`src/rtl/grade_pkg.sv`:
```
// Shared constants, types and helpers for the stuck-at grader.
// Assumes the fixed eight-site multiplexer netlist with two faults per site.
package grade_pkg;

    localparam int NUM_SITES  = 8;
    localparam int NUM_FAULTS = 2 * NUM_SITES;
    localparam int CNT_W      = $clog2(NUM_FAULTS + 1);
    localparam int VEC_W      = 3;

    // Fault sites in index order; fault k is site k/2 stuck at k%2.
    typedef enum int {
        SITE_SEL      = 0,
        SITE_SEL_INV  = 1,
        SITE_SEL_DIR  = 2,
        SITE_DA       = 3,
        SITE_DB       = 4,
        SITE_AND_A    = 5,
        SITE_AND_B    = 6,
        SITE_OUT      = 7
    } site_e;

    typedef logic [NUM_FAULTS-1:0] fault_map_t;
    typedef logic [CNT_W-1:0]      fault_cnt_t;

    // Population count of a fault bitmap.
    function automatic fault_cnt_t count_ones(input fault_map_t m);
        fault_cnt_t c;
        c = '0;
        for (int i = 0; i < NUM_FAULTS; i++) begin
            c = c + fault_cnt_t'(m[i]);
        end
        return c;
    endfunction

endpackage

```
`src/rtl/mux_netlist_eval.sv`:
```
// Combinational model of the AND-OR multiplexer netlist with one optional
// stuck line. INJECT=0 gives the fault-free copy; otherwise line SITE is
// held at STUCK. A branch fault replaces only that branch's value.
module mux_netlist_eval
    import grade_pkg::*;
#(
    parameter bit INJECT = 1'b0,
    parameter int SITE   = 0,
    parameter bit STUCK  = 1'b0
) (
    input  logic sel,
    input  logic data_a,
    input  logic data_b,
    output logic y
);

    // Return the stuck value on the faulted line, the driven value elsewhere.
    function automatic logic line(input logic driven, input site_e here);
        return (INJECT && (SITE == int'(here))) ? STUCK : driven;
    endfunction

    logic s_stem, s_inv_br, s_dir_br, a_ln, b_ln, g_a, g_b;

    // Evaluate the netlist gate by gate, passing each line through its fault tap.
    always_comb begin
        s_stem   = line(sel, SITE_SEL);
        s_inv_br = line(s_stem, SITE_SEL_INV);
        s_dir_br = line(s_stem, SITE_SEL_DIR);
        a_ln     = line(data_a, SITE_DA);
        b_ln     = line(data_b, SITE_DB);
        g_a      = line(~s_inv_br & a_ln, SITE_AND_A);
        g_b      = line(s_dir_br & b_ln, SITE_AND_B);
        y        = line(g_a | g_b, SITE_OUT);
    end

endmodule

```
`src/rtl/grade_accum.sv`:
```
// Sticky detection store: ORs each accepted hit vector into the bitmap,
// keeps the registered count and raises the completion pulse.
// Assumes hits are valid only while hit_valid is high; clear wins.
module grade_accum
    import grade_pkg::*;
(
    input  logic       clk,
    input  logic       rst_n,
    input  logic       clr,
    input  logic       hit_valid,
    input  fault_map_t hits,
    output fault_map_t det_map,
    output fault_cnt_t det_count,
    output logic       all_done
);

    localparam fault_cnt_t FULL = fault_cnt_t'(NUM_FAULTS);

    fault_map_t next_map;
    fault_cnt_t next_count;

    // Merge new detections and count them ahead of the register.
    always_comb begin
        next_map   = det_map | hits;
        next_count = count_ones(next_map);
    end

    // Bitmap and count registers.
    always_ff @(posedge clk) begin
        if (!rst_n || clr) begin
            det_map   <= '0;
            det_count <= '0;
        end else if (hit_valid) begin
            det_map   <= next_map;
            det_count <= next_count;
        end
    end

    // Completion pulse on the first arrival at full coverage.
    always_ff @(posedge clk) begin
        if (!rst_n || clr) begin
            all_done <= 1'b0;
        end else begin
            all_done <= hit_valid && (next_count == FULL) && (det_count != FULL);
        end
    end

endmodule

```
`src/rtl/stuckat_grader.sv`:
```
// Top of the stuck-at grader: one fault-free netlist copy, one faulty copy
// per fault index, an XOR compare and the sticky store.
// Assumes vec = {select, da, db}; all inputs synchronous to clk.
module stuckat_grader
    import grade_pkg::*;
(
    input  logic                  clk,
    input  logic                  rst_n,
    input  logic                  clr,
    input  logic                  vec_valid,
    input  logic [VEC_W-1:0]      vec,
    output logic [NUM_FAULTS-1:0] det_map,
    output logic [CNT_W-1:0]      det_count,
    output logic                  all_done
);

    logic       golden_y;
    fault_map_t faulty_y;
    fault_map_t hits;

    mux_netlist_eval #(.INJECT(1'b0), .SITE(0), .STUCK(1'b0)) u_golden (
        .sel    (vec[2]),
        .data_a (vec[1]),
        .data_b (vec[0]),
        .y      (golden_y)
    );

    for (genvar g = 0; g < NUM_FAULTS; g++) begin : g_fault
        mux_netlist_eval #(.INJECT(1'b1), .SITE(g / 2), .STUCK(bit'(g % 2))) u_faulty (
            .sel    (vec[2]),
            .data_a (vec[1]),
            .data_b (vec[0]),
            .y      (faulty_y[g])
        );
    end

    // A fault is hit when its copy disagrees with the fault-free output.
    always_comb begin
        hits = faulty_y ^ {NUM_FAULTS{golden_y}};
    end

    grade_accum u_accum (
        .clk       (clk),
        .rst_n     (rst_n),
        .clr       (clr),
        .hit_valid (vec_valid),
        .hits      (hits),
        .det_map   (det_map),
        .det_count (det_count),
        .all_done  (all_done)
    );

endmodule

```
`config.mk`:
```
export PLATFORM = sky130hd
export DESIGN_NAME = stuckat_grader
export DESIGN_NICKNAME = d
export VERILOG_FILES = /design/src/rtl/grade_pkg.sv /design/src/rtl/mux_netlist_eval.sv /design/src/rtl/grade_accum.sv /design/src/rtl/stuckat_grader.sv
export SDC_FILE = /design/constraint.sdc
export NUM_CORES = 1
export LEC_CHECK = 0
export ABC_AREA = 1
export BUFFER_PORTS_ARGS = -buffer_cell sky130_fd_sc_hd__buf_2
export CAP_MARGIN = 10
export CELL_PAD_IN_SITES_DETAIL_PLACEMENT = 1
export CELL_PAD_IN_SITES_GLOBAL_PLACEMENT = 1
export CORE_MARGIN = 5
export CORE_UTILIZATION = 39
export CTS_BUF_LIST = sky130_fd_sc_hd__clkbuf_8 sky130_fd_sc_hd__clkbuf_16
export DETAILED_ROUTE_END_ITERATION = 10
export PLACE_DENSITY_LB_ADDON = 0.08
export SYNTH_ARGS = -nofsm -noshare
export SYNTH_HDL_FRONTEND = slang
export SYNTH_SLANG_ARGS = --single-unit
```
`constraint.sdc`:
```
create_clock -name clk -period 5.98 [get_ports clk]
set_input_delay 0.598 -clock clk [delete_from_list [all_inputs] [get_ports clk]]
set_output_delay 0.598 -clock clk [all_outputs]
set_load 0.005 [all_outputs]
```
==> summary.md, run 1 <==
| Metric | Value |
|---|---|
| Fin cells | 240 |
| Worst relative slew slack | between 50% and 60% |
| Tmin final | about 4700 ps |
| TritonCTS clock tree | yes |
| Reg-to-Reg End | u_accum.all_done |
| Crit path from | vec[1] |
| H-tree Lvls | 1 |
| Initial drt markers | 34 |
| Hold Crit Class | reg2reg |
| Gpl congestion | between 0.8 and 0.9 |
| Vias in the first global route | around 1,200 |
| Die height | about 70 µm |
| Pwr dens | 306 nW/µm² |
| Post-CTS resize count | 0 |
| Compound-cell area share of the yosys netlist | around 14% |
| Xor/xnor cell area share of the yosys netlist | less than 1% |
| R2R Setup Slk | 1580 ps |
| # rows | 21 |
| CP Launch Type | input port |
| CP Capture Type | register |
| Core Area | between 3000 and 4000 µm² |
| Clk Latency, worst-skew pair | approximately 270 ps |
| Worst R2R Start | u_accum.det_map[1] |
| Final Hold Fails | 0 |
| PortBufs | 28 |
| Global-route wire length before repair | 5410 µm |
| CTS root buf | clkbuf_8 |
| F_max | ~0.21 GHz |
| Worst-margin pin slew | 620 ps |
| Worst EP arrival | a little under 5000 ps |
| Layout overhead on the synthesized area | 17.6% |
| Fillers | between 400 and 500 |
| Worst Hold Launch | u_accum.det_map[3] |
| DP Wirelength | between 2000 and 3000 µm |
| Register area | ~440 µm² |
| Pins over their slew limit | 0 |
| DIE AREA | between 4000 and 5000 µm² |
| Average wire per standard cell | roughly 14 µm |
| RSZ-0062 raised after global routing | no |
| Critical path class | in2reg |
| Adder-cell share of the synthesized area | 19.7% |
| Crit Path Max Fanout | 5 |
| Overall Global Routing Usage | between 10% and 20% |
| Core Util, Final | between 40% and 50% |
| Setup bufs post-CTS | 0 |
| Min-Delay Endpoint | u_accum.det_map[3] |
| Initial antenna violation count | 0 |
| Post-synth top flop | dfxtp_1 |
| Worst-path clk slew | roughly 90 ps |
| Register bit count reported by yosys | 22 |
| Sw Share | around two fifths |
| Nets | 217 |
| Mux cell area share after synthesis | 0% |
| Initial core utilization | around two fifths |
| Synthesized Nets | 186 |
| Largest family of logic cells by synthesized area | adder cells |
| Leakage | slightly above 0.0008 µW |
| Clk network pwr share | a little under a quarter |
| Yosys Warn Count | 0 |
| Internal | 295 µW |
| WHS Path Cells | 2 |
| Via density | ~4.6 |
| Ant diodes | 0 |
| Largest net degree at the start of global routing | 17 |
| Req. time, crit path | 6190 ps |
| Ys async rst share | 0% |
| Number of detailed-route iterations in the first pass | 4 |
| # DRC | 0 |
| Via count | approximately 1,100 |
| Synthesized area | 1330 µm² |
| Number of synthesized flops with an enable pin | 0 |
| Status | completed |
| Mean Syn Cell Area | between 8 and 9 µm² |
| Synth Instances | approximately 160 |
| Worst r2r path cells | 18 |
| Layout cells sized above 1 | 25.8% |
| Post-route setup TNS | 0 ps |
| CTS Buf Count | 3 |
| Multi-input gate area | 699 µm² |
| Final antenna-violating net count | 0 |
| Max VDD drop | about 140 µV |
| Routed wire length | 3300 µm |
| Die X | slightly below 70 µm |
| Post-Synth Simple-Gate Area | 18.3% |
| CTS Sinks | 22 |
| Max Buffers Root-to-Sink | 2 |
| Io pins | 29 |
| Dpl cells | around 240 |
| Combinational power share | around 44% |
| Sequential share of power | approximately a third |
| Max-Cap Viols | 0 |
| Final Setup Violations | 0 |
| # hold bufs at CTS | 0 |
| Clk_skew | 7.51 ps |
| Grt ovf | 0 |
| Seq/Total Area, Yosys | between 30% and 40% |
| Synth cell types | 24 |
| Switching Power | between 150 and 200 µW |
| Crit share post-route | ~80% |
[cell families after synthesis]
| family | after synthesis |
|---|---|
| DFF | 22 |
| adders and majority gates | 15 |
| xor gates and xnor gates | 1 |
| and+or+nand+nor | 48 |
| buffers and inverters | 47 |
| AOI/OAI and AO/OA | 31 |
[cells in the final DEF (no fill, tap or decap)]
| master | n |
|---|---|
| inv_1 | 40 |
| buf_2 | 28 |
| nand2_1 | 23 |
| dfxtp_1 | 22 |
| a21oi_1 | 18 |
| nor2_1 | 10 |
| fa_1 | 10 |
| o21ai_0 | 6 |
| nand3_1 | 6 |
| ha_1 | 5 |
| clkbuf_8 | 4 |
| inv_2 | 3 |
| nand2_4 | 3 |
| a21oi_2 | 3 |
| nand2_2 | 2 |
| o211ai_2 | 2 |
| inv_4 | 2 |
| nor2_2 | 1 |
| o21ai_1 | 1 |
| nor2_8 | 1 |
| nor2_4 | 1 |
| xor2_1 | 1 |
| nand4_1 | 1 |
| o211ai_1 | 1 |
[sequential cells by signal, summed over array words and instances (netlist names)]
register           cells
u_accum.det_map       16
u_accum.all_done       1
u_accum.det_count      5
[layout make-up]
| cell class | count | area share (%) |
|---|---|---|
| multi-input cells | 95 | 44.6 |
| flip-flops and latches | 22 | 28.1 |
| inverters | 45 | 11.1 |
| repair buffers | 28 | 8.95 |
| well taps | 46 | 3.67 |
| clock buffers | 4 | 3.51 |
[per-stage QoR]
step	hold WS (ps)	power, µW	cell area, µm²	worst slack [ps]
6_report	473	479	1570	1250
2_1_floorplan	459	324	1330	1440
3_3_place_gp	456	366	1510	1060
3_5_place_dp	464	376	1510	938
4_1_cts	477	490	1570	1230
5_1_grt	502	533	1570	990
[how the worst max path moves through the flow]
stage                     cells past startpoint  slack, ps                to
after detailed placement                     20        940  u_accum.all_done
after floorplan                              20       1440  u_accum.all_done
after global placement                       20       1060  u_accum.all_done
after global routing                         20        990  u_accum.all_done
final                                        20       1250  u_accum.all_done
after CTS                                    20       1230  u_accum.all_done
[worst max-delay path: stages]
cell and delay (ps):
buf_2 150, nor2_1 180, a21oi_1 90, o21ai_1 160, ha_1 300, fa_1 500
inv_1 60, fa_1 530, inv_1 50, fa_1 470, fa_1 490, inv_1 60
fa_1 420, inv_1 110, fa_1 420, inv_1 80, nand3_1 70, nor2_1 100
nand2_1 50, nor2_1 70
[synth_stat cells, types with 3 or more instances]
library cell / n / area, µm²
inv_2: 3 / 11.3
a21oi_2: 3 / 26.3
dfxtp_1: 22 / 440
o21ai_0: 6 / 30.0
nor2_1: 10 / 37.5
nand2_4: 3 / 33.8
nand3_1: 6 / 30.0
inv_1: 40 / 150
nand2_1: 23 / 86.3
a21oi_1: 18 / 90.1
fa_1: 10 / 200
ha_1: 5 / 62.6
[routing by layer]
layer	global-route usage (%)	wire length [µm]	vias to the layer above
met5	0	0	-
met3	3.45	155	9
met4	10.2	118	0
met2	27.9	1620	24
met1	18.3	1410	513
li1	-	-	559
[power by group through the flow]
stage	logic, µW	clock network (µW)	registers (µW)
floorplan	163	0	161
global placement	206	0	160
finish	211	111	157
detailed placement	216	0	160
global route	252	123	158
CTS	217	116	157
Power figures use the tool's default switching activity.
==> run 2: changes to the inputs <==
--- a/config.mk
+++ b/config.mk
@@ -11,7 +11,7 @@
 export CELL_PAD_IN_SITES_DETAIL_PLACEMENT = 1
 export CELL_PAD_IN_SITES_GLOBAL_PLACEMENT = 1
 export CORE_MARGIN = 5
-export CORE_UTILIZATION = 39
+export CORE_UTILIZATION = 35
 export CTS_BUF_LIST = sky130_fd_sc_hd__clkbuf_8 sky130_fd_sc_hd__clkbuf_16
 export DETAILED_ROUTE_END_ITERATION = 10
 export PLACE_DENSITY_LB_ADDON = 0.08
==> constraint.sdc (replaced) <==
create_clock -name clk -period 4 [get_ports clk]
set_input_delay 0.4 -clock clk [delete_from_list [all_inputs] [get_ports clk]]
set_output_delay 0.4 -clock clk [all_outputs]
set_load 0.005 [all_outputs]
==> summary.md, run 2 (synthesis results as in run 1) <==
| Metric | Value |
|---|---|
| Worst EP arrival | 4520 ps (-420 ps) |
| # DRC | 0 (unchanged) |
| Fin cells | 288 (+20%) |
| PortBufs | 28 (unchanged) |
| CP Capture Type | register |
| Max Buffers Root-to-Sink | 2 (unchanged) |
| Clk Latency, worst-skew pair | 270 ps (about the same) |
| Most frequent cells in the layout | inv_1, buf_4, buf_2 |
| R2R Setup Slk | -310 ps (-1890 ps) |
| Overall Global Routing Usage | 20.1% (+3.8 points) |
| Crit share post-route | 108% |
| Req. time, crit path | 4210 ps (-1980 ps) |
| Worst Hold Launch | clr |
| Initial core utilization | 36.1% (-4.1 points) |
| Worst r2r path cells | 18 (unchanged) |
| Clk_skew | 10.4 ps (+2.91 ps) |
| Layout overhead on the synthesized area | 55.5% |
| Average wire per standard cell | 16.8 µm (+22%) |
| Nets | 263 (+21%) |
| Reg-to-Reg End | u_accum.all_done |
| Tot Pwr | 930 µW (+94%) |
| Crit Path Max Fanout | 6 (+1) |
| Slowest library cell on the worst path | fa_1 |
| Initial drt markers | 48 (+41%) |
| Via count | 1,339 (+21%) |
| Post-route setup TNS | -1010 ps (-1010 ps) |
| Biggest register | u_accum.det_map |
| Setup ws final | -316 ps (-1560 ps) |
| Worst R2R Start | u_accum.det_map[1] |
| Worst path cell trace | buf_4, nor2_4, nand2_2, o211ai_2, ha_1, fa_1, inv_2, fa_1, inv_2, fa_1, fa_1, inv_1, fa_2, inv_2, fa_2, inv_2, nand3_1, nor2_1, nand2_1, nor2_1 |
| RSZ-0062 raised after global routing | yes |
| Final Hold Fails | 0 (unchanged) |
| Largest net degree at the start of global routing | 17 (unchanged) |
| Tmin final | 4320 ps |
| DIE AREA | 5140 µm² (+9.7%) |
| Grt ovf | 0 (unchanged) |
| Hold Crit Class | in2reg |
| Levels on crit path | 20 (unchanged) |
| Final antenna-violating net count | 0 (unchanged) |
| Max VDD drop | 259 µV (+82%) |
| Worst relative slew slack | 57.2% (-1.4 points) |
| Worst-margin pin slew | 641 ps (+21.0 ps) |
| Worst setup path end | u_accum.all_done |
| Commonest non-fill, non-tap cell in the layout | inv_1 |
| Pins over their slew limit | 0 (unchanged) |
| Routed wire length | 4850 µm (+47%) |
| Final Setup Violations | 6 (+6) |
| Global-route wire length before repair | 7800 µm (+44%) |
| Max stage delay on crit path | 550 ps (+20 ps) |
| Register area | 442 µm² (+0.28%) |
| Layout cells sized above 1 | 48.3% (+23 points) |
| Failing checks | negative setup slack |
| Vias in the first global route | 1,482 (+23%) |
| Biggest regs | u_accum.det_map x16, u_accum.det_count x5, u_accum.all_done x1 |
| Gpl congestion | 0.739 (-9.0%) |
| Core Area | 3690 µm² (+11%) |
| Post-DP Area | 1620 µm² (+7.4%) |
| F_max | ~0.23 GHz |
| Max-Cap Viols | 0 (unchanged) |
| Crit path from | vec[0] |
| Via density | 4.65 (+0.98%) |
| DP Wirelength | 2630 µm (-2.9%) |
| Post-route cell area | 2070 µm² (+32%) |
| Critical path class | in2reg |
| Pwr dens | 449 nW/µm² (+47%) |
| CTS Buf Count | 3 (unchanged) |
| Multi-input gate area | 761 µm² (+8.8%) |
| Die X | 71.7 µm (+4.7%) |
| CTS root buf | clkbuf_8 |
| Status | finished, violations left |
| Number of flip-flops under the largest register name | 16 (unchanged) |
| CP top delay family | adder cells |
| Io pins | 29 (unchanged) |
| CP Launch Type | input port |
| Dpl cells | 250 (+5.9%) |
| # rows | 22 (+4.8%) |
| Fillers | 454 (+2.0%) |
| CTS Sinks | 22 (unchanged) |
| Worst-path clk slew | 90 ps (about the same) |
| Number of detailed-route iterations in the first pass | 4 (unchanged) |
| Buf+Inv Stages, Crit Path | 6 (unchanged) |
| TritonCTS clock tree | yes |
| Die height | 71.7 µm (+4.7%) |
| H-tree Lvls | 1 (unchanged) |
| Initial antenna violation count | 0 (unchanged) |
| Ant diodes | 0 (unchanged) |
| Leakage | 0.00109 µW (+32%) |
## run 2: cell types whose count changed in the layout (fill, tap and decap cells not counted), sizes merged
cell / previous run / this run
buf: 28 / 74
## run 2: per-stage QoR
step           util [%]  worst slack, ps  hold slack [ps]
2_1_floorplan         -             -168              459
3_3_place_gp       44.0             -481              460
3_5_place_dp       44.0             -577              459
4_1_cts            54.2             -222              427
5_1_grt            56.2             -487              441
6_report           56.2             -316              428
## run 2: worst min-delay path by stage
stage | slack (ps) | cells after the start | endpoint
2_1_floorplan | 460 | 2 | u_accum.det_map[7]
3_3_place_gp | 460 | 2 | u_accum.det_map[3]
3_5_place_dp | 460 | 2 | u_accum.det_map[9]
4_1_cts | 430 | 4 | u_accum.det_map[14]
5_1_grt | 440 | 4 | u_accum.det_map[14]
6_report | 430 | 4 | u_accum.det_map[14]
## run 2: where the power goes
part           leakage [µW]  switching [µW]  internal (µW)  total (µW)
Clock             0.0000288            76.3           88.0         164
Combinational      0.000886             279            252         531
Sequential         0.000179            5.67            229         235
## run 2: tightest hold or removal path: cells and delay by family
family                 cells  cell delay, ps
buffers and inverters      2             130
AOI/OAI and AO/OA          1              80
and+or+nand+nor            1              60
## run 2: repair_timing
item | 4_1_cts | 5_1_grt
hold buffers | 0 | 0
endpoints found under the setup margin | 5 | 6
resized for setup | 28 | 16
buffers inserted | 32 | 3
pin swaps | 9 | 8
## run 2: final cells by class
class	count	area share, %
Sequential cell	22	21.3
Clock buffer	4	2.66
Multi-Input combinational cell	95	36.7
Tap cell	48	2.90
Timing Repair Buffer	74	27.7
Inverter	45	8.76
## run 2: layer usage
layer	track usage, %	wire length (µm)	vias up
li1	-	-	645
met1	22.6	1860	653
met2	38.2	2660	28
met3	3.09	171	13
met4	6.68	156	0
met5	0	0	-
==> run 3: changes to the inputs <==
--- a/config.mk
+++ b/config.mk
@@ -14,7 +14,9 @@
 export CORE_UTILIZATION = 35
 export CTS_BUF_LIST = sky130_fd_sc_hd__clkbuf_8 sky130_fd_sc_hd__clkbuf_16
 export DETAILED_ROUTE_END_ITERATION = 10
+export HOLD_SLACK_MARGIN = 0.02
 export PLACE_DENSITY_LB_ADDON = 0.08
+export SKIP_CTS_REPAIR_TIMING = 1
 export SYNTH_ARGS = -nofsm -noshare
 export SYNTH_HDL_FRONTEND = slang
 export SYNTH_SLANG_ARGS = --single-unit
==> summary.md, run 3 (synthesis results as in run 1) <==
| Metric | Value |
|---|---|
| Status | finished, violations left |
| Failing checks | negative setup slack |
| Layout overhead on the synthesized area | 32.4% |
| Worst R2R Start | u_accum.det_map[1] |
| Overall Global Routing Usage | 13.6% (-6.5 points) |
| Fillers | 465 (+2.4%) |
| R2R Setup Slk | -220 ps (+90 ps) |
| Nets | 234 (-11%) |
| Crit Path Max Fanout | 2 (-4) |
| Number of flip-flops under the largest register name | 16 (unchanged) |
| H-tree Lvls | 1 (unchanged) |
| Pwr dens | 482 nW/µm² (+7.3%) |
| Core Area | 3690 µm² (unchanged) |
| Final Hold Fails | 0 (unchanged) |
| Initial antenna violation count | 0 (unchanged) |
| Crit share post-route | 105% (-2.5 points) |
| Routed wire length | 3430 µm (-29%) |
| CTS Sinks | 22 (unchanged) |
| Gpl congestion | 0.739 (unchanged) |
| Via density | 4.51 (-3.1%) |
| Clk Latency, worst-skew pair | 270 ps (about the same) |
| WHS Path Cells | 4 (unchanged) |
| CP Launch Type | register |
| Initial drt markers | 14 (-71%) |
| Die X | 71.7 µm (unchanged) |
| Worst-margin pin slew | 633 ps (-7.63 ps) |
| Via count | 1,167 (-13%) |
| Biggest regs | u_accum.det_map x16, u_accum.det_count x5, u_accum.all_done x1 |
| CTS Buf Count | 3 (unchanged) |
| Post-route cell area | 1760 µm² (-15%) |
| Worst r2r path cells | 18 (unchanged) |
| Pins over their slew limit | 0 (unchanged) |
| F_max | 0.237 GHz (+2.3%) |
| Grt ovf | 0 (unchanged) |
| Average wire per standard cell | 13.3 µm (-21%) |
| Number of detailed-route iterations in the first pass | 4 (unchanged) |
| Die height | 71.7 µm (unchanged) |
| Critical path class | reg2reg |
| Hold Crit Class | in2reg |
| Initial core utilization | 36.1% (unchanged) |
| Fin cells | 259 (-10%) |
| Worst-path clk slew | 80 ps (about the same) |
| Post-DP Area | 1620 µm² (unchanged) |
| Max-Cap Viols | 0 (unchanged) |
| Most frequent cells in the layout | inv_1, buf_2, nand2_1 |
| Dpl cells | 250 (unchanged) |
| CP Capture Type | register |
| Layout cells sized above 1 | 38.4% (-9.9 points) |
| Leakage | 0.000918 µW (-16%) |
| PortBufs | 28 (unchanged) |
| Biggest register | u_accum.det_map |
| Final Setup Violations | 5 (-1) |
| Tmin final | 4220 ps (-98.8 ps) |
| Reg-to-Reg End | u_accum.all_done |
| Global-route wire length before repair | 5440 µm (-30%) |
| Worst relative slew slack | 57.7% (+0.51 points) |
| Max Buffers Root-to-Sink | 2 (unchanged) |
| Commonest non-fill, non-tap cell in the layout | inv_1 |
| Final antenna-violating net count | 0 (unchanged) |
| Worst setup path end | u_accum.all_done |
| Ant diodes | 0 (unchanged) |
| Io pins | 29 (unchanged) |
| Max VDD drop | 234 µV (-9.6%) |
| Worst hold slack | 431 ps (+2.76 ps) |
| TritonCTS clock tree | yes |
| Clk_skew | 7.27 ps (-3.16 ps) |
| DIE AREA | 5140 µm² (unchanged) |
| Req. time, crit path | 4210 ps (about the same) |
| # DRC | 0 (unchanged) |
| Worst EP arrival | 4430 ps (-90 ps) |
| CTS root buf | clkbuf_8 |
| # rows | 22 (unchanged) |
| Largest net degree at the start of global routing | 17 (unchanged) |
| Crit path from | u_accum.det_map[1] |
| RSZ-0062 raised after global routing | yes |
| Setup ws final | -217 ps (+98.8 ps) |
| DP Wirelength | 2630 µm (unchanged) |
| Vias in the first global route | 1,172 (-21%) |
==> run 3: worst min path at each step <==
| stage | from | endpoint |
|---|---|---|
| 4_1_cts | clr | u_accum.det_map[14] |
| 5_1_grt | clr | u_accum.det_map[14] |
| 3_3_place_gp | u_accum.det_map[3] | u_accum.det_map[3] |
| 3_5_place_dp | u_accum.det_map[9] | u_accum.det_map[9] |
| 6_report | clr | u_accum.det_map[14] |
| 2_1_floorplan | u_accum.det_map[7] | u_accum.det_map[7] |
==> run 3: metal layers <==
metal	routed length, µm	GRT usage [%]
met1	1500	17.5
met2	1750	22.7
met3	132	2.38
met4	51	5.01
met5	0	0
==> run 3: cell type report <==
type	count	area (µm²)	area share [%]
Tap cell	48	60.1	3.40
Timing Repair Buffer	45	292	16.5
Sequential cell	22	443	25.1
Multi-Input combinational cell	95	733	41.6
Clock buffer	4	55.1	3.12
Inverter	45	181	10.3
==> run 3: power breakdown <==
group / total, µW / switching, µW / internal [µW]
Sequential: 235 / 5.66 / 229
Clock: 163 / 75.0 / 88.0
Combinational: 452 / 241 / 211
==> run 3: through the flow <==
| step | setup TNS (ps) | utilization (%) | total power, µW | setup slack, ps |
|---|---|---|---|---|
| finish | -487 | 47.8 | 850 | -217 |
| global route | -1370 | 47.8 | 923 | -385 |
| CTS | -914 | 45.5 | 804 | -301 |
| detailed placement | -2430 | 44.0 | 635 | -577 |
| global placement | -1950 | 44.0 | 619 | -481 |
| floorplan | -239 | - | 490 | -168 |
==> run 3: worst max-delay path, cell delays in order (launching register included) <==
cell     delay (ps)
dfxtp_2         340
a21oi_2         100
o21ai_1         100
ha_1            290
fa_1            500
inv_2            40
fa_1            490
inv_2            40
fa_1            490
fa_1            540
inv_1            50
fa_2            330
inv_2            80
fa_1            400
inv_2            80
nand3_1          80
nor2_1          100
nand2_1          60
nor2_1           70
